## config.mk

```make
export PLATFORM = sky130hd
export DESIGN_NAME = eth_tx_pad_fcs
export DESIGN_NICKNAME = d
export VERILOG_FILES = /design/src/rtl/eth_txpf_pkg.sv /design/src/rtl/txpf_crc.sv /design/src/rtl/txpf_ctrl.sv /design/src/rtl/eth_tx_pad_fcs.sv
export SDC_FILE = /design/constraint.sdc
export NUM_CORES = 1
export LEC_CHECK = 0
export ABC_AREA = 1
export BUFFER_PORTS_ARGS = -buffer_cell sky130_fd_sc_hd__buf_2
export CORE_MARGIN = 2
export CORE_UTILIZATION = 63
export CTS_BUF_LIST = sky130_fd_sc_hd__clkbuf_4
export CTS_CLUSTER_DIAMETER = 30
export DETAILED_ROUTE_END_ITERATION = 10
export GPL_TIMING_DRIVEN = 1
export PLACE_DENSITY = 0.81
export REMOVE_ABC_BUFFERS = 1
export SLEW_MARGIN = 20
export SYNTH_ARGS = -nofsm -noshare
export SYNTH_HDL_FRONTEND = slang
export SYNTH_SLANG_ARGS = --single-unit
```

## constraint.sdc

```tcl
create_clock -name clk -period 2.6 [get_ports clk]
set_input_delay 0 -clock clk [delete_from_list [all_inputs] [get_ports clk]]
set_output_delay 0 -clock clk [all_outputs]
set_load 0.02 [all_outputs]
```

## src/rtl/eth_txpf_pkg.sv

```systemverilog
// Package: shared state type, CRC constants and the CRC-32 byte step.
// Assumes byte-wide data and the reflected (LSB-first) CRC-32 form.
package eth_txpf_pkg;

    typedef enum logic [1:0] {
        ST_DATA = 2'd0,
        ST_PAD  = 2'd1,
        ST_FCS  = 2'd2
    } txpf_state_t;

    localparam int          FCS_BYTES     = 4;
    localparam int          FCS_IDX_W     = $clog2(FCS_BYTES);
    localparam logic [31:0] CRC_SEED      = 32'hFFFF_FFFF;
    localparam logic [31:0] CRC_POLY_REFL = 32'hEDB8_8320;

    // Advance a reflected CRC-32 register by one byte.
    function automatic logic [31:0] crc32_step(input logic [31:0] c, input logic [7:0] b);
        logic [31:0] r;
        r = c ^ {24'd0, b};
        for (int k = 0; k < 8; k++) begin
            r = r[0] ? ((r >> 1) ^ CRC_POLY_REFL) : (r >> 1);
        end
        return r;
    endfunction

endpackage

```

## src/rtl/txpf_crc.sv

```systemverilog
// CRC accumulator: folds every byte that leaves as data or pad into a
// running CRC-32. Restart makes the current byte start a new frame.
// Assumes the caller holds crc_q steady while FCS bytes are emitted.
module txpf_crc
    import eth_txpf_pkg::*;
(
    input  logic        clk,
    input  logic        rst_n,
    input  logic        byte_fire,
    input  logic        restart,
    input  logic [7:0]  byte_in,
    output logic [31:0] crc_q
);

    logic [31:0] crc_base;

    // Pick the seed for a first byte, else continue the frame.
    always_comb begin
        crc_base = restart ? CRC_SEED : crc_q;
    end

    // Register the updated CRC on each accepted byte.
    always_ff @(posedge clk) begin
        if (!rst_n) begin
            crc_q <= CRC_SEED;
        end else if (byte_fire) begin
            crc_q <= crc32_step(crc_base, byte_in);
        end
    end

endmodule

```

## src/rtl/txpf_ctrl.sv

```systemverilog
// Sequencer: tracks the data byte count, captures the frame flags on the
// first beat and steps DATA -> PAD -> FCS -> DATA. Assumes MIN_DATA >= 1
// and that in_first marks the first beat of every frame.
module txpf_ctrl
    import eth_txpf_pkg::*;
#(
    parameter int MIN_DATA = 60
) (
    input  logic                 clk,
    input  logic                 rst_n,
    input  logic                 data_fire,
    input  logic                 out_fire,
    input  logic                 in_first,
    input  logic                 in_last,
    input  logic                 in_no_crc,
    input  logic                 in_no_pad,
    output txpf_state_t          state,
    output logic [FCS_IDX_W-1:0] fcs_idx,
    output logic                 data_is_final
);

    localparam int CNT_W = $clog2(MIN_DATA + 2);
    localparam logic [CNT_W:0]   MIN_EXT  = (CNT_W+1)'(MIN_DATA);
    localparam logic [CNT_W-1:0] PAD_LAST = CNT_W'(MIN_DATA - 1);
    localparam logic [FCS_IDX_W-1:0] IDX_LAST = FCS_IDX_W'(FCS_BYTES - 1);

    logic [CNT_W-1:0] cnt_q;
    logic             hold_no_crc_q;
    logic             hold_no_pad_q;
    logic             eff_no_crc;
    logic             eff_no_pad;
    logic [CNT_W:0]   count_after;
    logic [CNT_W-1:0] count_sat;
    logic             need_pad;
    logic             add_fcs;

    // Flags come from the live inputs on a first beat, else from the held copy.
    always_comb begin
        eff_no_crc  = in_first ? in_no_crc : hold_no_crc_q;
        eff_no_pad  = in_first ? in_no_pad : hold_no_pad_q;
        count_after = (in_first ? '0 : {1'b0, cnt_q}) + 1'b1;
        count_sat   = (count_after > MIN_EXT) ? CNT_W'(MIN_DATA) : count_after[CNT_W-1:0];
        need_pad    = !eff_no_pad && (count_after < MIN_EXT);
        add_fcs     = need_pad || !eff_no_crc;
        data_is_final = in_last && !add_fcs;
    end

    // State, counter, FCS byte index and flag capture.
    always_ff @(posedge clk) begin
        if (!rst_n) begin
            state         <= ST_DATA;
            cnt_q         <= '0;
            fcs_idx       <= '0;
            hold_no_crc_q <= 1'b0;
            hold_no_pad_q <= 1'b0;
        end else begin
            case (state)
                ST_DATA: begin
                    fcs_idx <= '0;
                    if (data_fire) begin
                        cnt_q <= count_sat;
                        if (in_first) begin
                            hold_no_crc_q <= in_no_crc;
                            hold_no_pad_q <= in_no_pad;
                        end
                        if (in_last) begin
                            if (need_pad) begin
                                state <= ST_PAD;
                            end else if (add_fcs) begin
                                state <= ST_FCS;
                            end
                        end
                    end
                end
                ST_PAD: begin
                    if (out_fire) begin
                        cnt_q <= cnt_q + 1'b1;
                        if (cnt_q == PAD_LAST) begin
                            state <= ST_FCS;
                        end
                    end
                end
                ST_FCS: begin
                    if (out_fire) begin
                        fcs_idx <= fcs_idx + 1'b1;
                        if (fcs_idx == IDX_LAST) begin
                            state <= ST_DATA;
                            cnt_q <= '0;
                        end
                    end
                end
                default: state <= ST_DATA;
            endcase
        end
    end

endmodule

```

## src/rtl/eth_tx_pad_fcs.sv

```systemverilog
// Top: forwards frame bytes, appends zero padding up to MIN_DATA bytes
// and a CRC-32 FCS as the frame flags and length require. Assumes
// well-formed frames (in_first and in_last on the proper beats).
module eth_tx_pad_fcs
    import eth_txpf_pkg::*;
#(
    parameter int MIN_DATA = 60
) (
    input  logic       clk,
    input  logic       rst_n,
    input  logic       in_valid,
    output logic       in_ready,
    input  logic [7:0] in_data,
    input  logic       in_first,
    input  logic       in_last,
    input  logic       in_no_crc,
    input  logic       in_no_pad,
    output logic       out_valid,
    input  logic       out_ready,
    output logic [7:0] out_data,
    output logic       out_first,
    output logic       out_last
);

    txpf_state_t          state;
    logic [FCS_IDX_W-1:0] fcs_idx;
    logic                 data_is_final;
    logic [31:0]          crc_q;
    logic [31:0]          fcs_word;
    logic                 data_fire;
    logic                 out_fire;
    logic                 crc_fire;

    // Output mux: pass-through in DATA, generated bytes otherwise.
    always_comb begin
        fcs_word  = ~crc_q;
        in_ready  = 1'b0;
        out_valid = 1'b0;
        out_data  = 8'h00;
        out_first = 1'b0;
        out_last  = 1'b0;
        case (state)
            ST_DATA: begin
                in_ready  = out_ready;
                out_valid = in_valid;
                out_data  = in_data;
                out_first = in_first;
                out_last  = data_is_final;
            end
            ST_PAD: begin
                out_valid = 1'b1;
            end
            ST_FCS: begin
                out_valid = 1'b1;
                out_data  = fcs_word[8*fcs_idx +: 8];
                out_last  = (fcs_idx == FCS_IDX_W'(FCS_BYTES - 1));
            end
            default: ;
        endcase
    end

    // Handshake strobes shared by the sequencer and the CRC.
    always_comb begin
        data_fire = in_valid && in_ready;
        out_fire  = out_valid && out_ready;
        crc_fire  = data_fire || (state == ST_PAD && out_fire);
    end

    txpf_ctrl #(.MIN_DATA(MIN_DATA)) u_ctrl (
        .clk           (clk),
        .rst_n         (rst_n),
        .data_fire     (data_fire),
        .out_fire      (out_fire),
        .in_first      (in_first),
        .in_last       (in_last),
        .in_no_crc     (in_no_crc),
        .in_no_pad     (in_no_pad),
        .state         (state),
        .fcs_idx       (fcs_idx),
        .data_is_final (data_is_final)
    );

    txpf_crc u_crc (
        .clk       (clk),
        .rst_n     (rst_n),
        .byte_fire (crc_fire),
        .restart   (state == ST_DATA && in_first),
        .byte_in   (out_data),
        .crc_q     (crc_q)
    );

endmodule

```

==> reports/qor.csv <==
metric,value,unit
finalWeightedCongestion,0.977,
power.leakage,2.12,nW
crit_type,register to register,
wl_per_cell,14.0,µm
synthArstFlopShare,0,%
fin_crit,2.34,ns
hold_depth,4,
antenna_found_initial,0,
fin_util,68.2,%
status,"complete, no violations",
fin_nets,654,
ios,28,
seq_area,882,µm²
total_power,5.85,mW
rows,28,
synth_top_area_cell,dfxtp_1,
yosys_warnings,0,
diodes,0,
clk_pin_slew_worst_paths,0.13,ns
synth_edf_count,0,
reg2reg_slack,0.26,ns
yosysMostFrequentCell,nand2_1,
fmax,0.427,GHz
numCtsBuffers,5,
syn_to_final_growth,6.48,%
max-cap-violations,0,
drtAntennaViolNets,0,
n_fill_cell,557,
via_count,3970,
overflow,0,
critPathCaptureType,register,
firstDrtPassIters,6,
setup_tns,0,ns
cp.arrival,2.56,ns
required,2.82,ns
min_to,u_ctrl.hold_no_pad_q,
synth-seq-cells,44,
setup_viol_count_final,0,
cts_tree,done,
synth_top_area_share,23.6,%
drt_wl_total,9.88,mm
insertion_delay,0.37,ns
core,0.00582,mm²
fin_worst_skew,0.0197,ns
start_util,64.1,%
relSlewSlack,49.5,%
ys_top_cells_by_area,"dfxtp_1 (24%), nand2_1 (20%), nand3_1 (8.9%)",
portBuffers,27,
rr_worst_depth,16,
drc,0,
yosysUniqueCellTypes,37,
die_x,80.9,µm
synth_cells,609,
power_density,1470,mW/mm²
netlist_area,0.00373,mm²
cts_sinks,44,
worstReg2RegStart,u_ctrl.state[0],
die-area,0.00655,mm²
grt_pass1_vias,3613,
timing.final.crit_share,90.1,%
cts-root-buf,clkbuf_4,
r2r-end,u_crc.crc_q[25],
rsz0062_at_grt,no,
ys.flop_type,dfxtp_1,
maxSlewViolCount,0,
synth_common_cells,"nand2_1 (199), inv_1 (74), nand3_1 (66)",
place_hpwl,7.18,mm
drtIter0Drc,351,
crit_path_start_kind,register,
hold_viol_final,0,
hp-start,in_valid,
vias_per_cell,5.62,
ys_seq_area_share,23.6,%
ir_drop,1080,µV
multiInputGateArea,0.00242,mm²
grt_pass1_wl,16.3,mm
drive_gt1_share,13.2,%
crit_fanout,31,
htree_levels,2,
clockBufferDepth,2,
fin_hold_ws,0.0361,ns
grt_max_degree,48,
track_usage,31.6,%
die_h,80.9,µm
worstHoldPathType,input pin to register,
worstMarginPinSlew,0.758,ns
avgSynthCellArea,6.12,µm²
-- cell families (layout without fill, tap and decap cells) --
kind of cell             after synthesis  after routing  synth area share [%]
flip-flops                            44             44                  23.6
multiplexers                           1              1                 0.269
AND/OR/NAND/NOR                      342            342                  40.0
AO/OA/AOI/OAI                         77             77                  12.1
XOR/XNOR                              34             34                  9.60
adder cells (fa/ha/maj)                8              8                  2.69
buffers and inverters                103            125                  11.7
-- flip-flops by register name (all words and copies together) (netlist names) --
name / cells
u_ctrl.cnt_q: 6
u_crc.crc_q: 32
u_ctrl.hold_no_pad_q: 1
u_ctrl.state: 2
u_ctrl.hold_no_crc_q: 1
u_ctrl.fcs_idx: 2
-- final cells by class --
cell class	count	share of cell area (%)
Clock buffer	5	0.946
Multi-Input combinational cell	462	60.9
Tap cell	75	2.36
Sequential cell	44	22.2
Inverter	81	8.01
Timing Repair Buffer	36	5.17
Clock inverter	3	0.347
-- power by group --
| group | internal [mW] | switching, mW | leakage (nW) |
|---|---|---|---|
| clock | 0.0998 | 0.241 | 0.0324 |
| combinational | 1.44 | 3.00 | 1.72 |
| sequential | 0.902 | 0.170 | 0.364 |
-- what timing repair did --
action / 4_1_cts / 5_1_grt
endpoints found under the setup margin: 0 / 19
resized for setup: 0 / 7
endpoints found under the hold margin: 1 / 0
hold buffers: 1 / 0
buffers inserted: 0 / 0
-- through the flow --
| stage | setup slack, ns | cells | area, µm² |
|---|---|---|---|
| after global routing | 0.00567 | 706 | 3970 |
| after floorplan | -0.743 | 587 | 3600 |
| after detailed placement | 0.140 | 697 | 3890 |
| after CTS | 0.117 | 706 | 3950 |
| final | 0.257 | 706 | 3970 |
| after global placement | 0.247 | 697 | 3890 |
-- worst max-delay path by stage --
stage                          startpoint              end  cells past startpoint
after global routing      u_ctrl.state[1]   u_crc.crc_q[4]                     10
after CTS                 u_ctrl.state[0]  u_crc.crc_q[25]                     15
after detailed placement  u_ctrl.state[0]  u_crc.crc_q[25]                     15
after floorplan           u_ctrl.state[0]  u_crc.crc_q[30]                      8
after global placement    u_ctrl.state[0]  u_crc.crc_q[25]                     15
final                     u_ctrl.state[0]  u_crc.crc_q[25]                     16
-- critical path: stages (launching register included) --
cell and delay, ns:
dfxtp_1 0.40, inv_1 0.08, ha_1 0.25, nand2_4 0.13, inv_8 0.10, nor2_1 0.18, nand3_1 0.16, nand2_4 0.16
nand2_1 0.07, nand2_1 0.17, nand2_1 0.09, nand2_2 0.12, inv_1 0.06, nand2_1 0.06, nand2_1 0.04, nand2_1 0.05
nand3_1 0.08
-- routing by layer --
metal  track usage, %  routed length [µm]  part of all wire [%]  vias up
met2             52.3                4560                    46      191
met4             13.2                 330                   3.3        0
met5                0                   0                     0        -
li1                 -                   -                     -     1968
met1             41.1                4240                    43     1774
met3             4.78                 755                   7.6       37
-- layout by cell type (no fill, tap or decap), drive strengths merged, types with 2 or more instances in the layout --
cell	n
nand3	69
nand3b	2
a31oi	7
clkbuf	5
dfxtp	44
xnor2	6
clkinv	3
xor2	28
o221ai	2
o211ai	12
nor2	46
nand4	5
ha	8
o21bai	5
o21ai	37
a21oi	12
or2	2
nand2	217
inv	80
buf	35
Note: power is estimated with default switching activity, not from simulation.
